<file path="config.mk">
export PLATFORM = sky130hd
export DESIGN_NAME = bias_point_ctrl
export DESIGN_NICKNAME = d
export VERILOG_FILES = /design/src/rtl/bpc_pkg.sv /design/src/rtl/bpc_temp_band.sv /design/src/rtl/bpc_code_calc.sv /design/src/rtl/bpc_seq.sv /design/src/rtl/bias_point_ctrl.sv
export SDC_FILE = /design/constraint.sdc
export NUM_CORES = 1
export LEC_CHECK = 0
export ABC_CLOCK_PERIOD_IN_PS = 4760
export BUFFER_PORTS_ARGS = -buffer_cell sky130_fd_sc_hd__buf_2
export CORE_MARGIN = 3
export CORE_UTILIZATION = 52
export DETAILED_ROUTE_END_ITERATION = 10
export GPL_TIMING_DRIVEN = 0
export PLACE_DENSITY = 0.75
export REMOVE_ABC_BUFFERS = 1
export SYNTH_ARGS = -nofsm -noshare
export SYNTH_HDL_FRONTEND = slang
export SYNTH_HIERARCHICAL = 1
export SYNTH_SLANG_ARGS = --single-unit
</file>
<file path="constraint.sdc">
create_clock -name clk -period 4.76 [get_ports clk]
set_clock_uncertainty 0.1 [all_clocks]
set_input_delay 0.952 -clock clk [delete_from_list [all_inputs] [get_ports clk]]
set_output_delay 0.952 -clock clk [all_outputs]
set_load 0.02 [all_outputs]
</file>
<file path="src/rtl/bpc_pkg.sv">
package bpc_pkg;
  typedef enum logic [2:0] {
    ST_BOOT, ST_TAG, ST_MEAS, ST_FREQ, ST_TEMP, ST_CALC, ST_DONE, ST_FAIL
  } bpc_state_t;

  localparam logic [1:0] CORNER_FAST    = 2'd0;
  localparam logic [1:0] CORNER_TYP     = 2'd1;
  localparam logic [1:0] CORNER_SLOW    = 2'd2;
  localparam logic [1:0] CORNER_INVALID = 2'd3;

  localparam logic [1:0] BAND_COLD = 2'd0;
  localparam logic [1:0] BAND_NOM  = 2'd1;
  localparam logic [1:0] BAND_HOT  = 2'd2;
endpackage

</file>
<file path="src/rtl/bpc_temp_band.sv">
module bpc_temp_band #(
  parameter int TW = 8
) (
  input  logic [TW-1:0] temp,
  input  logic [TW-1:0] lim_cold,
  input  logic [TW-1:0] lim_hot,
  output logic [1:0]    band
);
  import bpc_pkg::*;

  always_comb begin
    if (temp < lim_cold)     band = BAND_COLD;
    else if (temp > lim_hot) band = BAND_HOT;
    else                     band = BAND_NOM;
  end
endmodule

</file>
<file path="src/rtl/bpc_code_calc.sv">
module bpc_code_calc #(
  parameter int          CW    = 6,
  parameter int          STW   = 4,
  parameter logic [CW-1:0]  BASE  = '0,
  parameter logic [STW-1:0] CSTEP = '0,
  parameter logic [STW-1:0] TSTEP = '0,
  parameter logic [STW-1:0] FSTEP = '0
) (
  input  logic [1:0]    corner,
  input  logic [1:0]    band,
  input  logic [1:0]    fcls,
  output logic [CW-1:0] code
);
  localparam int SW = CW + STW + 2;
  localparam logic [SW-1:0] CAP = SW'({CW{1'b1}});

  logic [SW-1:0] sum;

  always_comb begin
    sum = SW'(BASE)
        + SW'(corner) * SW'(CSTEP)
        + SW'(band)   * SW'(TSTEP)
        + SW'(fcls)   * SW'(FSTEP);
    code = (sum > CAP) ? {CW{1'b1}} : sum[CW-1:0];
  end
endmodule

</file>
<file path="src/rtl/bpc_seq.sv">
module bpc_seq #(
  parameter int MEAS_TIMEOUT = 64
) (
  input  logic       clk,
  input  logic       rst_n,
  input  logic       use_stored,
  input  logic       stored_valid,
  input  logic [1:0] stored_tag,
  input  logic       meas_valid,
  input  logic [1:0] meas_tag,
  input  logic       temp_valid,
  input  logic       recompute,
  output logic       meas_req,
  output logic       temp_req,
  output logic       ld_corner,
  output logic       take_meas,
  output logic       ld_freq,
  output logic       ld_temp,
  output logic       ld_codes,
  output logic       failed
);
  import bpc_pkg::*;

  localparam int CNTW = $clog2(MEAS_TIMEOUT + 1);
  localparam logic [CNTW-1:0] CNT_LAST = CNTW'(MEAS_TIMEOUT - 1);

  bpc_state_t state_q, state_d;
  logic [CNTW-1:0] cnt_q, cnt_d;
  logic            cnt_en;

  always_comb begin
    state_d   = state_q;
    cnt_d     = cnt_q;
    cnt_en    = 1'b0;
    meas_req  = 1'b0;
    temp_req  = 1'b0;
    ld_corner = 1'b0;
    take_meas = 1'b0;
    ld_freq   = 1'b0;
    ld_temp   = 1'b0;
    ld_codes  = 1'b0;
    unique case (state_q)
      ST_BOOT: state_d = ST_TAG;
      ST_TAG: begin
        if (use_stored) begin
          if (stored_valid && (stored_tag != CORNER_INVALID)) begin
            ld_corner = 1'b1;
            state_d   = ST_FREQ;
          end else begin
            state_d = ST_FAIL;
          end
        end else begin
          cnt_en  = 1'b1;
          cnt_d   = '0;
          state_d = ST_MEAS;
        end
      end
      ST_MEAS: begin
        meas_req = 1'b1;
        if (meas_valid) begin
          if (meas_tag != CORNER_INVALID) begin
            ld_corner = 1'b1;
            take_meas = 1'b1;
            state_d   = ST_FREQ;
          end else begin
            state_d = ST_FAIL;
          end
        end else if (cnt_q == CNT_LAST) begin
          state_d = ST_FAIL;
        end else begin
          cnt_en = 1'b1;
          cnt_d  = cnt_q + 1'b1;
        end
      end
      ST_FREQ: begin
        ld_freq = 1'b1;
        state_d = ST_TEMP;
      end
      ST_TEMP: begin
        temp_req = 1'b1;
        if (temp_valid) begin
          ld_temp = 1'b1;
          state_d = ST_CALC;
        end
      end
      ST_CALC: begin
        ld_codes = 1'b1;
        state_d  = ST_DONE;
      end
      ST_DONE: if (recompute) state_d = ST_FREQ;
      ST_FAIL: state_d = ST_FAIL;
      default: state_d = ST_FAIL;
    endcase
  end

  always_ff @(posedge clk or negedge rst_n) begin
    if (!rst_n) begin
      state_q <= ST_BOOT;
      cnt_q   <= '0;
    end else begin
      state_q <= state_d;
      if (cnt_en) cnt_q <= cnt_d;
    end
  end

  assign failed = (state_q == ST_FAIL);
endmodule

</file>
<file path="src/rtl/bias_point_ctrl.sv">
module bias_point_ctrl #(
  parameter int TW           = 8,
  parameter int CW           = 6,
  parameter int NSUB         = 4,
  parameter int STW          = 4,
  parameter int MEAS_TIMEOUT = 64,
  parameter logic [NSUB*CW-1:0]  BASE_V  = {6'd30, 6'd16, 6'd12, 6'd8},
  parameter logic [NSUB*STW-1:0] CSTEP_V = {4'd7, 4'd8, 4'd5, 4'd6},
  parameter logic [NSUB*STW-1:0] TSTEP_V = {4'd6, 4'd5, 4'd3, 4'd4},
  parameter logic [NSUB*STW-1:0] FSTEP_V = {4'd4, 4'd2, 4'd6, 4'd5}
) (
  input  logic               clk,
  input  logic               rst_n,
  input  logic               tag_use_stored,
  input  logic               stored_tag_valid,
  input  logic [1:0]         stored_tag,
  output logic               meas_req,
  input  logic               meas_valid,
  input  logic [1:0]         meas_tag,
  input  logic [1:0]         freq_class,
  output logic               temp_req,
  input  logic               temp_valid,
  input  logic [TW-1:0]      temp_code,
  input  logic [TW-1:0]      thr_cold,
  input  logic [TW-1:0]      thr_hot,
  input  logic               recompute,
  output logic [NSUB*CW-1:0] bias_codes,
  output logic               bias_upd,
  output logic               err
);
  import bpc_pkg::*;

  localparam logic [NSUB*CW-1:0] SAFE_SET = {NSUB*CW{1'b1}};

  logic ld_corner, take_meas, ld_freq, ld_temp, ld_codes;
  logic [1:0] corner_q, fcls_q, band_q, band_w;
  logic [NSUB*CW-1:0] codes_q, codes_w;
  logic upd_q;

  bpc_seq #(.MEAS_TIMEOUT(MEAS_TIMEOUT)) u_seq (
    .clk          (clk),
    .rst_n        (rst_n),
    .use_stored   (tag_use_stored),
    .stored_valid (stored_tag_valid),
    .stored_tag   (stored_tag),
    .meas_valid   (meas_valid),
    .meas_tag     (meas_tag),
    .temp_valid   (temp_valid),
    .recompute    (recompute),
    .meas_req     (meas_req),
    .temp_req     (temp_req),
    .ld_corner    (ld_corner),
    .take_meas    (take_meas),
    .ld_freq      (ld_freq),
    .ld_temp      (ld_temp),
    .ld_codes     (ld_codes),
    .failed       (err)
  );

  bpc_temp_band #(.TW(TW)) u_band (
    .temp     (temp_code),
    .lim_cold (thr_cold),
    .lim_hot  (thr_hot),
    .band     (band_w)
  );

  for (genvar s = 0; s < NSUB; s++) begin : g_slot
    bpc_code_calc #(
      .CW    (CW),
      .STW   (STW),
      .BASE  (BASE_V[s*CW +: CW]),
      .CSTEP (CSTEP_V[s*STW +: STW]),
      .TSTEP (TSTEP_V[s*STW +: STW]),
      .FSTEP (FSTEP_V[s*STW +: STW])
    ) u_calc (
      .corner (corner_q),
      .band   (band_q),
      .fcls   (fcls_q),
      .code   (codes_w[s*CW +: CW])
    );
  end

  always_ff @(posedge clk or negedge rst_n) begin
    if (!rst_n) begin
      corner_q <= CORNER_SLOW;
      fcls_q   <= '0;
      band_q   <= BAND_HOT;
      codes_q  <= SAFE_SET;
      upd_q    <= 1'b0;
    end else begin
      if (ld_corner) corner_q <= take_meas ? meas_tag : stored_tag;
      if (ld_freq)   fcls_q   <= freq_class;
      if (ld_temp)   band_q   <= band_w;
      if (ld_codes)  codes_q  <= codes_w;
      upd_q <= ld_codes;
    end
  end

  assign bias_codes = codes_q;
  assign bias_upd   = upd_q;
endmodule

</file>
# Word level (Yosys, flattened, before mapping)
# Index checks and enable logic that the tools add are counted.
dict set report totals {
  register_bits 41
  latch_bits 0
  ram_bits 0
  romBits 0
  inputBits 37
  out_inout_bits 28
  wordCells 90
  mem_count 0
}
dict set report op_classes {
  n_addsub 13
  mul 8
  n_div 0
  n_lt_le_gt_ge 6
  n_eq_ne 16
  n_shift 0
  n_mux 35
  bitwise_logic 0
  n_reduce_logical 5
}
# op n
set ops {}
lappend ops {{12-bit by 5-bit adder with 12-bit output} 4}
lappend ops {{12-bit by 6-bit > comparator with 1-bit output, second input constant} 4}
lappend ops {{12-bit by 4-bit adder with 12-bit output} 3}
lappend ops {{6-bit 2-to-1 mux} 4}
lappend ops {{3-bit case mux with 8 select lines} 1}
lappend ops {{3-bit 2-to-1 mux} 7}
lappend ops {{7-bit 2-to-1 mux} 3}
lappend ops {{2-bit by 3-bit multiplier with 5-bit output, second input constant} 4}
lappend ops {{2-bit by 2-bit multiplier with 4-bit output, second input constant} 4}
lappend ops {{1-bit 2-to-1 mux} 14}
lappend ops {{2-bit != test, second input constant} 7}
lappend ops {{7-bit case mux with 2 select lines} 1}
lappend ops {{12-bit by 3-bit adder with 12-bit output} 1}
lappend ops {{4-bit by 5-bit adder with 6-bit output, first input constant} 2}
lappend ops {{5-bit by 5-bit adder with 6-bit output, first input constant} 2}
lappend ops {{3-bit equality test, second input constant} 4}
lappend ops {{8-bit > comparator} 1}
lappend ops {{8-bit < comparator} 1}
lappend ops {{7-bit by 1-bit adder with 7-bit output, second input constant} 1}
lappend ops {{7-bit by 6-bit equality test with 1-bit output, second input constant} 1}
lappend ops {{3-bit by 2-bit equality test with 1-bit output, second input constant} 2}
lappend ops {{2-bit 2-to-1 mux} 3}
lappend ops {{5-bit AND reduction} 1}
lappend ops {{1-bit case mux with 2 select lines} 2}
lappend ops {{6 further kinds} 6}

# Logic depth before layout (Yosys ltp)
# Gate-level depths: netlist of run 1.
dict set report logic_depth {
  word_depth 6
  depth_mapped 14
  depth_no_buf 14
}

# Modules after synthesis
# The synthesis of run 1 kept the hierarchy.
# module instances cells_per_inst area_each_um2
set by_module_without_submodules {}
lappend by_module_without_submodules {bias_point_ctrl 1 68 1287.5}
lappend by_module_without_submodules {bpc_seq 1 75 655.6}
lappend by_module_without_submodules {{bpc_code_calc at g_slot[1].u_calc} 1 43 415.4}
lappend by_module_without_submodules {bpc_temp_band 1 52 414.1}
lappend by_module_without_submodules {{bpc_code_calc at g_slot[3].u_calc} 1 47 386.6}
lappend by_module_without_submodules {{bpc_code_calc at g_slot[0].u_calc} 1 26 255.2}
lappend by_module_without_submodules {{bpc_code_calc at g_slot[2].u_calc} 1 21 207.7}

# Worst setup path after synthesis of run 1
# Ideal clock, no wire load.
dict set report synth_path {
  path_kind {reg-to-reg}
  from {register fcls_q[0]}
  to {register codes_q[11] (netlist: bias_codes[11])}
  setup_time_ns 0.082
  t_arrival_ns 3.642
  required_ns 4.578
  slack_ns 0.936
  stages_incl_launch_ff 14
  path_buffers 0
  period_less_slack_ns 3.824
  path_cell_list {dfrtp_1 inv_1 ha_1 inv_1 ha_1 inv_1 fa_1 inv_1 fa_1 ha_1 fa_1 or4_1 a211o_1 mux2_4}
}
dict set report synth_via {
  elab_chain_len 4
}
# item line
set synth_lines {}
lappend synth_lines {{from (decl)} bias_point_ctrl.sv:36} ;# logic [1:0] corner_q, fcls_q, band_q, band_w;
lappend synth_lines {{from (signal assigned)} bias_point_ctrl.sv:92} ;# if (ld_freq) fcls_q <= freq_class;
lappend synth_lines {{2-bit by 2-bit multiplier with 4-bit output *} bpc_code_calc.sv:23} ;# + SW'(fcls) * SW'(FSTEP);
lappend synth_lines {{12-bit by 5-bit adder with 12-bit output *} bpc_code_calc.sv:23}
lappend synth_lines {{12-bit by 6-bit > comparator with 1-bit output} bpc_code_calc.sv:24} ;# code = (sum > CAP) ? {CW{1'b1}} : sum[CW-1:0];
lappend synth_lines {{6-bit 2-to-1 mux *} bpc_code_calc.sv:24}
lappend synth_lines {{named net codes_w[11]} bias_point_ctrl.sv:37} ;# logic [NSUB*CW-1:0] codes_q, codes_w;
lappend synth_lines {{to (signal assigned)} bias_point_ctrl.sv:94} ;# if (ld_codes) codes_q <= codes_w;
lappend synth_lines {{to (decl)} bias_point_ctrl.sv:37}
# The timed path passes the listed nets; every way through them passes the cells marked *.
# A chain may end at the register's enable or synchronous reset.

# Worst setup path after layout of run 1
# Ends and elaborated chain as after synthesis.

==> metrics.md, run 1 <==
| Metric | Value |
|---|---|
| Post-synthesis compound-gate area fraction | 12.7% |
| Die height | 89.5 um |
| Share of cells above drive strength 1 | 35.7% |
| Worst vdd ir | 0.346 mV |
| Fraction of registers with async set/reset | 100% |
| Post-Synth XOR/XNOR Area | 0.242% |
| Grt ovf | 0 |
| Critical path buffer and inverter count | 4 |
| Crit start category | flop |
| CTS tree | built |
| Syn-to-layout area delta | 12.0% |
| Largest family of logic cells by synthesized area | adder cells |
| Pwr/cell area | 807 nW/um2 |
| Max incr delay on CP | 0.56 ns |
| DR pass1 iterations | 4 |
| Post-Route WL | 6890 um |
| Drt wl/cell | 14.5 um |
| RSZ-0062 raised after global routing | false |
| RD Place Congestion | 0.828 |
| Synth Warn # | 6 |
| Cell count after synthesis | 332 |
| Part of the cycle the worst path needs | 87.8% |
| Worst Path Required | 4.89 ns |
| Status | completed |
| Die area | 8000 um2 |
| Drt drc | 0 |
| Port bufs | 64 |
| Max-Cap Viols | 0 |
| Highest clock rate | 239 MHz |
| Core area | 6530 um2 |
| Worst-path clk slew | 0.08 ns |
| Met2 global-route usage | 33.6% |
| CTS max path bufs | 2 |
| Busiest grt layer | met2 |
| Slowest stage cell, crit path | dfrtp_1 |
| Worst Hold Class | flop to flop |
| Max_slew headroom | 34.9% |
| Synthesized cell area | 3620 um2 |
| Worst slack, placed | 0.598 ns |
| # H-tree levels | 2 |
| Largest net degree at the start of global routing | 42 |
| Setup TNS | 0 ns |
| Root Buffer | clkbuf_8 |
| Via density | 5.41 |
| Row Count | 29 |
| Unique cell type count in the Yosys netlist | 57 |
| Share of the yosys chip area belonging to registers | 29.2% |
| Most used DFF post-synth | dfstp_2 |
| Syn avg cell area | 10.9 um2 |
| Post-synthesis adder-cell area fraction | 28.7% |
| Hold-fix buffers at CTS | 0 |
| Initial antenna violation count | 0 |
| Vias | 2,568 |
| 1st-iter DRT viols | 111 |
| Post-DP HPWL | 5390 um |
| Clk_lat worst skew | 0.29 ns |
| Hold Violations, Final | 0 |
| CTS sink cnt | 41 |
| Most used cell, CP | inv_1 |
| Critical Path AT | 4.31 ns |
| Lkg Pwr | 2.13 nW |
| Met1 GRT Util | 23.1% |
| Critical-path cell list | inv_1 > ha_1 > inv_1 > ha_1 > inv_1 > fa_1 > inv_1 > fa_1 > ha_1 > fa_1 > or4_1 > a211o_1 > mux2_4 |
| Die extent in x | 89.5 um |
| Final min period | 4.18 ns |
| Initial core utilization | 55.5% |
| First-pass GRT wire length | 11,800 um |
| Crit path max-delay family | adder cells |
| Mux cell area share after synthesis | 11.9% |
| Post-synth EDFFs | 0 |
| FF+latch count, synth | 41 |
| Setup crit end kind | flop |
| Post-CTS sizing | 0 |
| Final slew viol count | 0 |
| Post-DRT Antenna Nets | 0 |
| Total track usage | 19.1% |
| IO Pins | 65 |
| Setup-failing EPs final | 0 |
| CP Class | flop to flop |
| Met3 GRT Util | 4.15% |
| Vias in the first global route | 2,660 |
| Tightest Pin Transition | 0.974 ns |
| Synth Area in Simple Gates | 9.26% |
| Post-CTS setup buffers | 0 |
| CP max FO | 8 |
| Final worst slack | 0.582 ns |
| Ant. Diodes | 0 |
| CTS buffer count | 5 |
| Fin nets | 508 |
==> sequential cells by signal (all words and copies together) (netlist names) <==
| register | cells |
|---|---|
| u_seq/cnt_q | 7 |
| band_q | 2 |
| bias_codes | 24 |
| corner_q | 2 |
| u_seq/state_q | 3 |
| bias_upd | 1 |
| fcls_q | 2 |
==> metal layers <==
layer | part of all wire [%] | vias up
met2 | 51 | 52
met1 | 44 | 1245
met5 | 0 | -
met4 | 1.9 | 0
li1 | - | 1262
met3 | 3.5 | 9
==> synth_stat cells, types with 3 or more instances <==
cell      number  area, um2
nand2b_1       3       18.8
nand2_1       10       37.5
o21ai_0        7       35.0
a31oi_1        5       31.3
a21oi_1       13       65.1
or2_1          5       31.3
nor2_1        15       56.3
ha_1          59        738
o21bai_1       6       45.0
nand3_1        3       15.0
dfstp_2       26        683
or2_2          5       31.3
fa_1          15        300
dfrtp_1       15        375
inv_1         56        210
mux2_2         8       90.1
nand4_1        3       18.8
mux2i_1        4       40.0
a211o_1        5       43.8
mux2_4        20        300
and2_1         3       18.8
a21boi_0       3       22.5
==> power by group <==
part	total [W]	leakage, nW	internal (W)	switching [W]
Sequential	0.000771	0.463	0.000582	0.000188
Clock	0.000222	0.0450	0.000102	0.000120
Combinational	0.00228	1.62	0.00113	0.00115
Total	0.00327	2.13	0.00181	0.00146
==> worst paths after layout <==
path	slack, ns	endpoint	depth (start not counted)	start
worst max-delay path	0.58	bias_codes[11]	13	fcls_q[0]
worst min-delay path	0.43	u_seq/cnt_q[3]	1	u_seq/cnt_q[3]
worst max register to register	0.58	bias_codes[11]	13	fcls_q[0]
worst min register to register	0.43	u_seq/cnt_q[3]	1	u_seq/cnt_q[3]
max in group asynchronous	3.33	u_seq/cnt_q[0]	1	rst_n
min in group asynchronous	0.69	band_q[0]	1	rst_n
==> area by class of cell <==
type                       instances  area [um2]
tap                               77        96.3
fill                             530        2480
timing repair buffer              64         320
clock inverter                     2        10.0
inverter                          58         218
sequential                        41        1060
multi-input combinational        227        2280
clock buffer                       6        72.6
==> through the flow <==
stage / instance area [um2] / util (%) / power, W / hold slack [ns] / cells
floorplan: 3550 / - / 0.00252 / 0.373 / 326
global placement: 3970 / 60.7 / 0.00293 / 0.400 / 467
detailed placement: 3970 / 60.8 / 0.00307 / 0.402 / 467
CTS: 4060 / 62.1 / 0.00332 / 0.421 / 475
global route: 4060 / 62.1 / 0.00367 / 0.445 / 475
finish: 4060 / 62.1 / 0.00327 / 0.425 / 475
==> logic make-up (layout without fill, tap and decap cells) <==
group           count (synthesis)  count (layout)
fa+ha+maj                      74              74
mux                            32              32
compound gates                 60              60
simple gates                   60              60
xor+xnor                        1               1
buf+inv                        64             130
flops                          41              41
==> layout by cell type (no fill, tap or decap), types with 4 or more instances in the layout <==
master	count
a211o_1	5
a21oi_1	13
a31oi_1	5
buf_2	64
clkbuf_8	5
dfrtp_1	15
dfstp_2	26
fa_1	15
ha_1	59
inv_1	56
mux2_2	8
mux2_4	20
mux2i_1	4
nand2_1	10
nor2_1	14
o21ai_0	7
o21bai_1	6
or2_1	5
or2_2	5
Power figures use the tool's default switching activity.
==> run 2: changes to the inputs <==
CTS_BUF_LIST = sky130_fd_sc_hd__clkbuf_4 sky130_fd_sc_hd__clkbuf_8   (was default)
==> run 2 against run 1 <==
  * Total power increased by 0.18%
  * Register-to-register slack is essentially flat
  * Sequential share of layout area hardly changed
  * Worst setup slack is the same
  * Non-clock buffer count unchanged
  * Sequential cell count stayed put
  * Via count stayed put
  * Count of clock-buffer cells in the layout unchanged
  * Global-route usage unchanged
  * Critical path type unchanged
  * Critical endpoint unchanged
==> metrics.md, run 2 (synthesized netlist as in run 1, its figures left out) <==
| Metric | Value |
|---|---|
| Most common cell after layout, fill and taps aside | buf_2 |
| Hold-fix buffers at CTS | 0 |
| Pwr/cell area | 807 nW/um2 |
| Routed met2 length | 3520 um |
| Root Buffer | clkbuf_8 |
| Clk_lat worst skew | 0.29 ns |
| Worst slack, placed | 0.598 ns |
| Tightest Pin Transition | 0.974 ns |
| # H-tree levels | 2 |
| RR Startpoint | fcls_q[0] |
| Vias in the first global route | 2,660 |
| RD Place Congestion | 0.828 |
| Port bufs | 64 |
| Syn-to-layout area delta | 12.1% |
| Reg2reg setup slack | 0.58 ns |
| Area taken by multi-input logic gates | 2280 um2 |
| Top sig layer | met4 |
| Commonest cells after routing, fill and taps aside | buf_2, ha_1, inv_1 |
| Die area | 8000 um2 |
| Via density | 5.41 |
| Highest clock rate | 239 MHz |
| Crit path max-delay family | adder cells |
| Post-Route WL | 6890 um |
| Ant. Diodes | 0 |
| Setup-failing EPs final | 0 |
| Fin cells | 475 |
| Setup TNS | 0 ns |
| Final min period | 4.18 ns |
| Initial antenna violation count | 0 |
| Area occupied by registers | 1060 um2 |
| DR pass1 iterations | 4 |
| Share of cells above drive strength 1 | 35.9% |
| Crit start category | flop |
| Initial core utilization | 55.5% |
| Fill cell count | 530 |
| Worst-path clk slew | 0.08 ns |
| Max incr delay on CP | 0.56 ns |
| CTS tree | built |
| First-pass GRT wire length | 11,800 um |
| 1st-iter DRT viols | 111 |
| Post-CTS setup buffers | 0 |
| Max-Cap Viols | 0 |
| CTS buffer count | 5 |
| CP max FO | 8 |
| Lkg Pwr | 2.13 nW |
| Hold Violations, Final | 0 |
| Hold Slack | 0.425 ns |
| Hold Path Origin | u_seq/cnt_q[3] |
| Met3 Routed Length | 238 um |
| Fin nets | 508 |
| Most used cell, CP | inv_1 |
| Setup crit end kind | flop |
| Grt ovf | 0 |
| Final slew viol count | 0 |
| Critical path buffer and inverter count | 4 |
| Drt wl/cell | 14.5 um |
| Worst Setup SP | fcls_q[0] |
| Worst vdd ir | 0.346 mV |
| Post-CTS sizing | 0 |
| Largest register FFs | 24 |
| Wl on met1 | 3000 um |
| Worst Hold Class | flop to flop |
| Part of the cycle the worst path needs | 87.8% |
| Power, Total | 0.00328 W |
| Post-DP HPWL | 5390 um |
| Die height | 89.5 um |
| Final worst slack | 0.582 ns |
| Die extent in x | 89.5 um |
| Placed Instances | 467 |
| Max_slew headroom | 34.9% |
| IO Pins | 65 |
| Critical Path AT | 4.31 ns |
| Slowest stage cell, crit path | dfrtp_1 |
| CP Class | flop to flop |
| Drt drc | 0 |
| Largest net degree at the start of global routing | 42 |
| RSZ-0062 raised after global routing | false |
| Critical-path cell list | inv_1 > ha_1 > inv_1 > ha_1 > inv_1 > fa_1 > inv_1 > fa_1 > ha_1 > fa_1 > or4_1 > a211o_1 > mux2_4 |
| Total track usage | 19.1% |
| Post-DRT Antenna Nets | 0 |
| Worst Path Required | 4.89 ns |
| CTS sink cnt | 41 |
| CTS max path bufs | 2 |
| Vias | 2,568 |
| Core area | 6530 um2 |
| Status | completed |
| Row Count | 29 |
run 2: changes by cell type in the layout (fill, tap and decap cells not counted):
cell,before,now
clkbuf_1,1,0
clkbuf_4,0,1
run 2: report_power, final:
group | internal (W) | switching, W | total [W]
Sequential | 0.000582 | 0.000189 | 0.000771
Combinational | 0.00113 | 0.00115 | 0.00228
Clock | 0.000107 | 0.000121 | 0.000228
Total | 0.00182 | 0.00146 | 0.00328
run 2: area by class of cell:
class | instances | share of cell area (%)
well taps | 77 | 2.37
clock buffers | 6 | 1.88
repair buffers | 64 | 7.89
multi-input cells | 227 | 56.2
flip-flops and latches | 41 | 26.1
clock inverters | 2 | 0.247
inverters | 58 | 5.36
run 2: path summary, 6_finish.rpt:
path,end,cells past startpoint
worst max register to register,bias_codes[11],13
worst max-delay path,bias_codes[11],13
worst min register to register,u_seq/cnt_q[3],1
worst min-delay path,u_seq/cnt_q[3],1
max in group asynchronous,u_seq/cnt_q[0],1
min in group asynchronous,band_q[0],1
run 2: worst register-to-register path, stage by stage (launching register included):
cell,delay (ns)
dfrtp_1,0.56
inv_1,0.10
ha_1,0.30
inv_1,0.04
ha_1,0.26
inv_1,0.04
fa_1,0.49
inv_1,0.06
fa_1,0.47
ha_1,0.24
fa_1,0.42
or4_1,0.49
a211o_1,0.29
mux2_4,0.26
run 2: routing by layer:
layer / global-route usage, % / vias up
li1: - / 1262
met1: 23.1 / 1245
met2: 33.6 / 52
met3: 4.15 / 9
met4: 6.50 / 0
met5: 0 / -
run 2: metrics by stage:
| stage | cell area (um2) | util [%] |
|---|---|---|
| after floorplan | 3550 | - |
| after global placement | 3970 | 60.7 |
| after detailed placement | 3970 | 60.8 |
| after CTS | 4060 | 62.1 |
| after global routing | 4060 | 62.1 |
| final | 4060 | 62.1 |
